===== config.mk =====
export PLATFORM = sky130hd
export DESIGN_NAME = store_lane_path
export DESIGN_NICKNAME = d
export VERILOG_FILES = /design/src/rtl/store_lane_pkg.sv /design/src/rtl/store_lane_align.sv /design/src/rtl/store_lane_merge.sv /design/src/rtl/store_lane_route.sv /design/src/rtl/store_lane_path.sv
export SDC_FILE = /design/constraint.sdc
export NUM_CORES = 1
export LEC_CHECK = 0
export BUFFER_PORTS_ARGS = -buffer_cell sky130_fd_sc_hd__clkbuf_2
export CORE_MARGIN = 10
export CORE_UTILIZATION = 40
export DETAILED_ROUTE_END_ITERATION = 6
export GPL_ROUTABILITY_DRIVEN = 0
export HOLD_SLACK_MARGIN = 0.12
export MAX_ROUTING_LAYER = met4
export SYNTH_ARGS = -nofsm -noshare
export SYNTH_HDL_FRONTEND = slang
export SYNTH_HIERARCHICAL = 1
export SYNTH_SLANG_ARGS = --single-unit

===== constraint.sdc =====
create_clock -name clk -period 2.1 [get_ports clk]
set_input_delay 0.105 -clock clk [delete_from_list [all_inputs] [get_ports clk]]
set_output_delay 0.105 -clock clk [all_outputs]
set_load 0.05 [all_outputs]

===== src/rtl/store_lane_pkg.sv =====
package store_lane_pkg;

    localparam int WORD_BYTES = 4;
    localparam int WORD_BITS  = 8 * WORD_BYTES;

    typedef enum logic [1:0] {
        SZ_BYTE = 2'b00,
        SZ_HALF = 2'b01,
        SZ_WORD = 2'b10,
        SZ_WALT = 2'b11
    } st_size_e;

    typedef enum logic {
        RT_IDLE  = 1'b0,
        RT_DRAIN = 1'b1
    } rt_state_e;

    typedef struct packed {
        logic [WORD_BITS-1:0]  data;
        logic [WORD_BYTES-1:0] be;
        logic [1:0]            low;
        logic [2:0]            len;
    } lane_t;

    // Place store data into its byte lane; low is the address offset to OR in.
    function automatic lane_t place_lane(input logic [1:0] size,
                                         input logic big,
                                         input logic [1:0] va_lo,
                                         input logic [WORD_BITS-1:0] d);
        lane_t      r;
        logic [1:0] off;
        case (st_size_e'(size))
            SZ_BYTE: begin
                off    = (big ? 2'd3 : 2'd0) ^ va_lo;
                r.be   = 4'b0001 << off;
                r.data = {24'h0, d[7:0]} << {off, 3'b000};
                r.low  = va_lo;
                r.len  = 3'd1;
            end
            SZ_HALF: begin
                off    = (big ? 2'd2 : 2'd0) ^ {va_lo[1], 1'b0};
                r.be   = 4'b0011 << off;
                r.data = {16'h0, d[15:0]} << {off, 3'b000};
                r.low  = {va_lo[1], 1'b0};
                r.len  = 3'd2;
            end
            default: begin
                r.be   = 4'b1111;
                r.data = d;
                r.low  = 2'b00;
                r.len  = 3'd4;
            end
        endcase
        return r;
    endfunction

endpackage


===== src/rtl/store_lane_align.sv =====
module store_lane_align
    import store_lane_pkg::*;
#(
    parameter int ADDR_W = 32
) (
    input  logic [ADDR_W-1:0]    va,
    input  logic [ADDR_W-1:0]    pa,
    input  logic [1:0]           size,
    input  logic                 big,
    input  logic [WORD_BITS-1:0] data,
    output lane_t                lane,
    output logic [ADDR_W-1:0]    addr
);
    always_comb begin
        lane = place_lane(size, big, va[1:0], data);
        addr = pa | {{(ADDR_W-2){1'b0}}, lane.low};
    end
endmodule


===== src/rtl/store_lane_merge.sv =====
module store_lane_merge
    import store_lane_pkg::*;
#(
    parameter int LINE_WORDS = 8,
    localparam int IDX_W     = $clog2(LINE_WORDS),
    localparam int HALF      = LINE_WORDS / 2
) (
    input  lane_t                lane,
    input  logic [WORD_BITS-1:0] old_word,
    input  logic [IDX_W-1:0]     idx,
    output logic [WORD_BITS-1:0] merged,
    output logic                 dirty_lo,
    output logic                 dirty_hi
);
    logic [WORD_BITS-1:0] bit_mask;

    for (genvar b = 0; b < WORD_BYTES; b++) begin : g_mask
        assign bit_mask[8*b +: 8] = {8{lane.be[b]}};
    end

    always_comb begin
        merged   = (old_word & ~bit_mask) | (lane.data & bit_mask);
        dirty_lo = (int'(idx) < HALF);
        dirty_hi = ~dirty_lo;
    end
endmodule


===== src/rtl/store_lane_route.sv =====
module store_lane_route
    import store_lane_pkg::*;
#(
    parameter int ADDR_W     = 32,
    parameter int LINE_WORDS = 8,
    localparam int IDX_W     = $clog2(LINE_WORDS)
) (
    input  logic                  clk,
    input  logic                  rst,
    input  logic                  st_valid,
    input  logic                  hit,
    input  logic                  bufferable,
    input  logic                  wb_enable,
    input  logic                  drain_done,
    input  lane_t                 lane,
    input  logic [ADDR_W-1:0]     addr,
    input  logic [WORD_BITS-1:0]  merged,
    input  logic [IDX_W-1:0]      idx,
    input  logic                  dirty_lo,
    input  logic                  dirty_hi,
    output logic                  busy,
    output logic                  drain_req,
    output logic                  st_done,
    output logic                  cw_valid,
    output logic [IDX_W-1:0]      cw_idx,
    output logic [WORD_BITS-1:0]  cw_data,
    output logic [WORD_BYTES-1:0] cw_be,
    output logic                  cw_dirty_lo,
    output logic                  cw_dirty_hi,
    output logic                  wbp_valid,
    output logic [ADDR_W-1:0]     wbp_addr,
    output logic [WORD_BITS-1:0]  wbp_data,
    output logic [WORD_BYTES-1:0] wbp_be,
    output logic [2:0]            wbp_len,
    output logic                  mem_valid,
    output logic [ADDR_W-1:0]     mem_addr,
    output logic [WORD_BITS-1:0]  mem_data,
    output logic [WORD_BYTES-1:0] mem_be
);
    rt_state_e             state;
    logic [ADDR_W-1:0]     held_addr;
    logic [WORD_BITS-1:0]  held_data;
    logic [WORD_BYTES-1:0] held_be;
    logic                  accept;

    assign accept    = st_valid && (state == RT_IDLE);
    assign busy      = (state == RT_DRAIN);
    assign drain_req = (state == RT_DRAIN);

    always_ff @(posedge clk) begin
        if (rst) begin
            state       <= RT_IDLE;
            st_done     <= 1'b0;
            cw_valid    <= 1'b0;
            wbp_valid   <= 1'b0;
            mem_valid   <= 1'b0;
            cw_idx      <= '0;
            cw_data     <= '0;
            cw_be       <= '0;
            cw_dirty_lo <= 1'b0;
            cw_dirty_hi <= 1'b0;
            wbp_addr    <= '0;
            wbp_data    <= '0;
            wbp_be      <= '0;
            wbp_len     <= '0;
            mem_addr    <= '0;
            mem_data    <= '0;
            mem_be      <= '0;
            held_addr   <= '0;
            held_data   <= '0;
            held_be     <= '0;
        end else begin
            st_done   <= 1'b0;
            cw_valid  <= 1'b0;
            wbp_valid <= 1'b0;
            mem_valid <= 1'b0;
            if (accept) begin
                if (hit) begin
                    cw_valid    <= 1'b1;
                    cw_idx      <= idx;
                    cw_data     <= merged;
                    cw_be       <= lane.be;
                    cw_dirty_lo <= dirty_lo;
                    cw_dirty_hi <= dirty_hi;
                    st_done     <= 1'b1;
                end else if (bufferable && wb_enable) begin
                    wbp_valid <= 1'b1;
                    wbp_addr  <= addr;
                    wbp_data  <= lane.data;
                    wbp_be    <= lane.be;
                    wbp_len   <= lane.len;
                    st_done   <= 1'b1;
                end else if (bufferable) begin
                    mem_valid <= 1'b1;
                    mem_addr  <= addr;
                    mem_data  <= lane.data;
                    mem_be    <= lane.be;
                    st_done   <= 1'b1;
                end else begin
                    state     <= RT_DRAIN;
                    held_addr <= addr;
                    held_data <= lane.data;
                    held_be   <= lane.be;
                end
            end else if (state == RT_DRAIN && drain_done) begin
                state     <= RT_IDLE;
                mem_valid <= 1'b1;
                mem_addr  <= held_addr;
                mem_data  <= held_data;
                mem_be    <= held_be;
                st_done   <= 1'b1;
            end
        end
    end
endmodule


===== src/rtl/store_lane_path.sv =====
module store_lane_path
    import store_lane_pkg::*;
#(
    parameter int ADDR_W     = 32,
    parameter int LINE_WORDS = 8,
    localparam int IDX_W     = $clog2(LINE_WORDS)
) (
    input  logic                  clk,
    input  logic                  rst,
    input  logic                  st_valid,
    input  logic [ADDR_W-1:0]     st_va,
    input  logic [ADDR_W-1:0]     st_pa,
    input  logic [WORD_BITS-1:0]  st_data,
    input  logic [1:0]            st_size,
    input  logic                  big_endian,
    input  logic                  hit,
    input  logic [IDX_W-1:0]      hit_idx,
    input  logic [WORD_BITS-1:0]  hit_word,
    input  logic                  bufferable,
    input  logic                  wb_enable,
    input  logic                  drain_done,
    output logic                  busy,
    output logic                  drain_req,
    output logic                  st_done,
    output logic                  cw_valid,
    output logic [IDX_W-1:0]      cw_idx,
    output logic [WORD_BITS-1:0]  cw_data,
    output logic [WORD_BYTES-1:0] cw_be,
    output logic                  cw_dirty_lo,
    output logic                  cw_dirty_hi,
    output logic                  wbp_valid,
    output logic [ADDR_W-1:0]     wbp_addr,
    output logic [WORD_BITS-1:0]  wbp_data,
    output logic [WORD_BYTES-1:0] wbp_be,
    output logic [2:0]            wbp_len,
    output logic                  mem_valid,
    output logic [ADDR_W-1:0]     mem_addr,
    output logic [WORD_BITS-1:0]  mem_data,
    output logic [WORD_BYTES-1:0] mem_be
);
    lane_t                lane;
    logic [ADDR_W-1:0]    addr;
    logic [WORD_BITS-1:0] merged;
    logic                 dirty_lo, dirty_hi;

    store_lane_align #(.ADDR_W(ADDR_W)) u_align (
        .va(st_va), .pa(st_pa), .size(st_size), .big(big_endian),
        .data(st_data), .lane(lane), .addr(addr)
    );

    store_lane_merge #(.LINE_WORDS(LINE_WORDS)) u_merge (
        .lane(lane), .old_word(hit_word), .idx(hit_idx),
        .merged(merged), .dirty_lo(dirty_lo), .dirty_hi(dirty_hi)
    );

    store_lane_route #(.ADDR_W(ADDR_W), .LINE_WORDS(LINE_WORDS)) u_route (
        .clk(clk), .rst(rst), .st_valid(st_valid), .hit(hit),
        .bufferable(bufferable), .wb_enable(wb_enable), .drain_done(drain_done),
        .lane(lane), .addr(addr), .merged(merged), .idx(hit_idx),
        .dirty_lo(dirty_lo), .dirty_hi(dirty_hi),
        .busy(busy), .drain_req(drain_req), .st_done(st_done),
        .cw_valid(cw_valid), .cw_idx(cw_idx), .cw_data(cw_data), .cw_be(cw_be),
        .cw_dirty_lo(cw_dirty_lo), .cw_dirty_hi(cw_dirty_hi),
        .wbp_valid(wbp_valid), .wbp_addr(wbp_addr), .wbp_data(wbp_data),
        .wbp_be(wbp_be), .wbp_len(wbp_len),
        .mem_valid(mem_valid), .mem_addr(mem_addr), .mem_data(mem_data),
        .mem_be(mem_be)
    );
endmodule


Yosys cells after proc, flatten, opt, wreduce, memory -nomap -nowiden. Cells that the tools add are included.

Add/sub/neg operators: 0. Multipliers: 0. Divide/modulo/power cells: 0. $lt $le $gt $ge: 1. Eq/ne operators: 5. Shift-type cells: 4. Mux-type cells: 33. Bitwise logic cells: 13. Reduce and logical (&&, ||, !) cells: 12.

Operators with widths (count): 32-bit two-way mux (10); 41-bit one-hot mux with 2 select lines (1); 32-bit AND (2); 32-bit NOT (1); 32-bit by 2-bit bitwise OR with 32-bit output (1); 32-bit bitwise OR (1); 16-bit by 5-bit << shifter with 32-bit output (1); 8-bit by 5-bit << shifter with 32-bit output (1); 4-bit two-way mux (5); 1-bit two-way mux (15); 4-bit AND reduction (3); 2-bit != test, second input constant (4); 1-bit NOT (6); 2-bit two-way mux (2); 1-bit by 2-bit << shifter with 4-bit output, first input constant (1); 2-bit by 2-bit << shifter with 4-bit output, first input constant (1); 2-bit XOR (2); 1-bit logical AND (3); 3-bit less-than comparator, second input constant (1); 3-bit AND reduction (1); 3-bit OR reduction (1); 2-bit by 1-bit == test with 1-bit output, second input constant (1); 2-bit logical NOT (1); 2-bit AND reduction (1); 2 further kinds (2).

Register bits after elaboration: 253. Latch bits: 0. Memory bits (writable): 0. Memory bits (read-only): 0. Bits of input ports: 141. Output and inout port bits: 186. Memories kept: 0.

Logic depth before layout (Yosys ltp).
Word-level depth: 9. Gate-level depth with buffers: 8.

Cells and area by module. The synthesis kept the hierarchy.

Modules (own cells, without submodules): store_lane_route (times used 1, cells each 1144, area each 10019.6 µm², seq. area each 5064.9 µm²); store_lane_align (times used 1, cells each 111, area each 850.8 µm², seq. area each 0.0 µm²); store_lane_merge (times used 1, cells each 38, area each 536.8 µm², seq. area each 0.0 µm²).

Worst setup path after synthesis. Ideal clock, no wire load.

Kind: register to register. From: register u_route.state, in the netlist u_route/busy. To: register u_route.held_addr[12]. Library setup time: 0.132 ns. Arrival: 1.612 ns. Required time: 1.968 ns. Setup slack: 0.356 ns. Cell stages (with the launch flop): 7. Period minus slack after synthesis: 1.744 ns. Path through: dfxtp_1 or4b_1 clkbuf_1 buf_4 buf_6 nand2_1 a21oi_1.

Cells in the longest elaborated chain, start to end: 3.

Ends and longest elaborated chain: start, declared (line store_lane_route.sv:40) `rt_state_e state;`; start signal, assigned (line store_lane_route.sv:52) `state <= RT_IDLE;`; start signal, assigned (line store_lane_route.sv:100) `state <= RT_DRAIN;`; start signal, assigned (line store_lane_route.sv:106) `state <= RT_IDLE;`; 1-bit NOT (line store_lane_route.sv:46) `assign accept = st_valid && (state == RT_IDLE);`; 1-bit logical AND (line store_lane_route.sv:46); 4-bit AND reduction (no source line); end signal, assigned (line store_lane_route.sv:101) `held_addr <= addr;`; end, declared (line store_lane_route.sv:41) `logic [ADDR_W-1:0] held_addr;`.

No other way between the ends. A chain may end at the register's enable or synchronous reset.

Worst setup path in the final report.
From: register u_route.state, in the netlist u_route/busy. To: output busy.

RTL lines: end, declared (line store_lane_path.sv:22) `output logic busy,`.

No word-level cell between the ends.

==> qor.csv <==
stage,metric,value,unit
worst_setup_path,crit_type,reg2out,
worst_setup_path,start_kind,flip-flop,
hold_path,hp-class,in2reg,
detailed_routing,antenna_left,0,
cells_and_area,most-common-layout-cells,"clkbuf_2, dfxtp_1, nand2_1",
detailed_routing,route.detailed.drc,0,
sta,finalSetupTns,0,ns
die,start_util,40.8,%
yosys,ys_seq_area_share,44.4,%
run,drv_cap,0,
yosys,avgSynthCellArea,8.82,µm²
yosys,yosysTopAreaCellShare,44.4,%
power_and_ir_drop,vdd_drop_max,0.561,mV
sta,period_share,93.6,%
sta,clock.fmax,509,MHz
detailed_routing,wl_per_cell,21.2,µm
die,io_pins,327,
die,dieArea,0.0357,mm²
clock_network,cts_tree,yes,
power_and_ir_drop,pwr-share-seq,40.1,%
yosys,synthCells,1293,
cells_and_area,final_util,53.7,%
detailed_routing,routed_wl,42200,µm
global_routing,grt.overflow.total,0,
clock_network,cts.htree.levels,1,
sta,rsz0062_at_grt,false,
yosys,synth-warning-count,6,
global_routing,grt_pass1_wl,64400,µm
die,die_x,189,µm
worst_setup_path,crit_arrival,1.86,ns
clock_network,cts_buffers,29,
detailed_routing,viasPerCell,5.54,
cells_and_area,area_growth,31.4,%
global_routing,antenna_found_initial,1,
yosys,synth_area_leaders,"dfxtp_1, a21oi_1, nand2_1",
die,dieHeight,189,µm
worst_setup_path,reg2reg_to,u_route/cw_data[6]$_SDFFE_PP0P_,
worst_setup_path,crit_start,u_route/busy$_SDFFE_PP0P_,
clock_network,ctsRootBufferMaster,clkbuf_16,
sta,fin_crit,1.97,ns
yosys,async_flop_share,0,%
power_and_ir_drop,internal_power,9040,µW
outcome,run_status,"finished, final reports clean",
power_and_ir_drop,p_total,12700,µW
clock_network,insertion_delay,0.55,ns
power_and_ir_drop,power_leakage,0.00606,µW
worst_setup_path,cp.required,2.00,ns
worst_setup_path,rr_worst_depth,3,
yosys,ys.flop_type,dfxtp_1,
clock_network,cts_max_path_buffers,3,
global_routing,track_usage,22.8,%
sta,finalHoldViolations,0,
sta,clock_skew,0.0123,ns
place,portBuffers,296,
detailed_routing,vias,11000,
detailed_routing,first_pass_iters,5,
worst_setup_path,rrSetupSlack,0.28,ns
yosys,synth-seq-cells,253,
power_and_ir_drop,p_switching,3660,µW
yosys,synth_enable_flop_cells,0,
detailed_routing,drt_iter0_drc,886,
yosys,syn_area,0.0114,mm²
cells_and_area,final_common_cell,clkbuf_2,
power_and_ir_drop,p_per_area,847,mW/mm²
sta,tightest_slew,0.994,ns
global_routing,grt_max_degree,78,
worst_setup_path,timing.rr.start,u_route/busy$_SDFFE_PP0P_,
cells_and_area,drive_gt1_share,28.2,%
clock_network,cts.clk_slew.worst_paths,0.06,ns
sta,drv_slew,0,
yosys,synth_nets,1434,
sta,final-setup-viol-count,0,
global_routing,grt_pass1_vias,10700,
yosys,ys_types,44,
die,num_rows,61,
power_and_ir_drop,p_sw_share,28.8,%
worst_setup_path,path_max_fanout,39,
yosys,synth_top_cell_by_area,dfxtp_1,
die,coreArea,0.0279,mm²
cells_and_area,nNetsFinal,1727,
place,dp_hpwl,27200,µm
sta,max-slew-margin-rel,33.7,%
clock_network,cts.sinks,253,
power_and_ir_drop,clock_power_share,42.0,%
hold_path,min-delay-start,st_data[11],
worst_setup_path,end_kind,output pin,
worst_setup_path,critPathCapture,busy,
clock_network,postCtsSetupRepairBufs,0,
power_and_ir_drop,share_comb_of_total_power,17.9,%
worst max-delay path, stage by stage, from the launching register on:
cell and delay [ns]:
dfxtp_4 0.55, buf_6 0.39, clkbuf_2 0.35
flip-flops by register name, indices dropped and copies added (netlist names), 3 cells and up:
name and flops:
u_route/cw_be 4, u_route/cw_data 32, u_route/cw_idx 3, u_route/held_addr 32, u_route/held_be 4, u_route/held_data 32, u_route/mem_addr 32, u_route/mem_be 4
u_route/mem_data 32, u_route/wbp_addr 32, u_route/wbp_be 4, u_route/wbp_data 32, u_route/wbp_len 3
metal layers:
layer,track usage [%],share of wire [%],up-vias
li1,-,-,5213
met1,28.4,42,5266
met2,36.3,47,475
met3,5.13,7.8,62
met4,6.96,2.7,0
met5,-,0,-
cell type report:
class	count	area, µm²
multi-input cells	865	5460
clock buffers	46	930
flip-flops and latches	253	5070
diodes	1	2.50
clock inverters	8	97.6
well taps	378	473
repair buffers	433	2940
fillers	2588	12900
inverters	4	17.5
stage by stage:
step	hold slack (ns)	setup slack (ns)	cell area, µm²	cells
floorplan	0.241	0.356	11400	1293
finish	0.135	0.135	15000	1988
CTS	0.121	0.104	15000	1987
global placement	0.326	0.129	13000	1841
global route	0.126	0.0520	15000	1988
detailed placement	0.339	0.0954	13000	1841
how the worst min path moves through the flow:
| stage | to | slack, ns | cells past startpoint |
|---|---|---|---|
| after CTS | u_route/held_data[11]$_SDFFE_PP0P_ | 0.12 | 4 |
| after global placement | u_route/cw_idx[1]$_SDFFE_PP0P_ | 0.33 | 3 |
| after floorplan | u_route/cw_idx[0]$_SDFFE_PP0P_ | 0.24 | 2 |
| final | u_route/held_data[11]$_SDFFE_PP0P_ | 0.14 | 4 |
| after global routing | u_route/held_data[11]$_SDFFE_PP0P_ | 0.13 | 4 |
| after detailed placement | u_route/cw_idx[1]$_SDFFE_PP0P_ | 0.34 | 3 |
power by group through the flow:
stage	sequential, µW	combinational, µW	clock [µW]
final	5090	2270	5340
after global routing	5110	2410	5630
after CTS	5090	2270	5420
after detailed placement	5190	2120	0
after global placement	5190	2110	0
after floorplan	5660	1010	0
cells by family after synthesis:
| kind of cell | Yosys count | share of synthesized area [%] |
|---|---|---|
| xor+xnor | 3 | 0.395 |
| buf+inv | 175 | 8.20 |
| compound gates | 430 | 23.9 |
| mux | 100 | 10.2 |
| flops | 253 | 44.4 |
| simple gates | 332 | 12.9 |
synthesized netlist by cell type (2+ instances only):
library cell  number
a211oi_1          69
a21boi_0           8
a21boi_4           2
a21oi_1          186
a221o_1            2
a221o_2            6
a221oi_1          68
a22o_1            12
and2_2             5
buf_1              8
buf_2             25
buf_4             48
buf_6              9
clkbuf_1          81
dfxtp_1          253
inv_1              3
mux2_4            32
mux2i_1           68
nand2_1          224
nand2b_1           2
nand3_1           75
nand3b_1           3
nor2_1             3
nor2b_1            4
nor3_1             2
nor3b_1            3
o21ai_0           73
or2_2              2
or3b_1             2
timing repair:
| item | 4_1_cts | 5_1_grt |
|---|---|---|
| hold buffers | 92 | 0 |
| endpoints found under the setup margin | 1 | 1 |
| resized for setup | 1 | 1 |
| hold endpoints to repair | 168 | 0 |
Power figures use the tool's default switching activity.
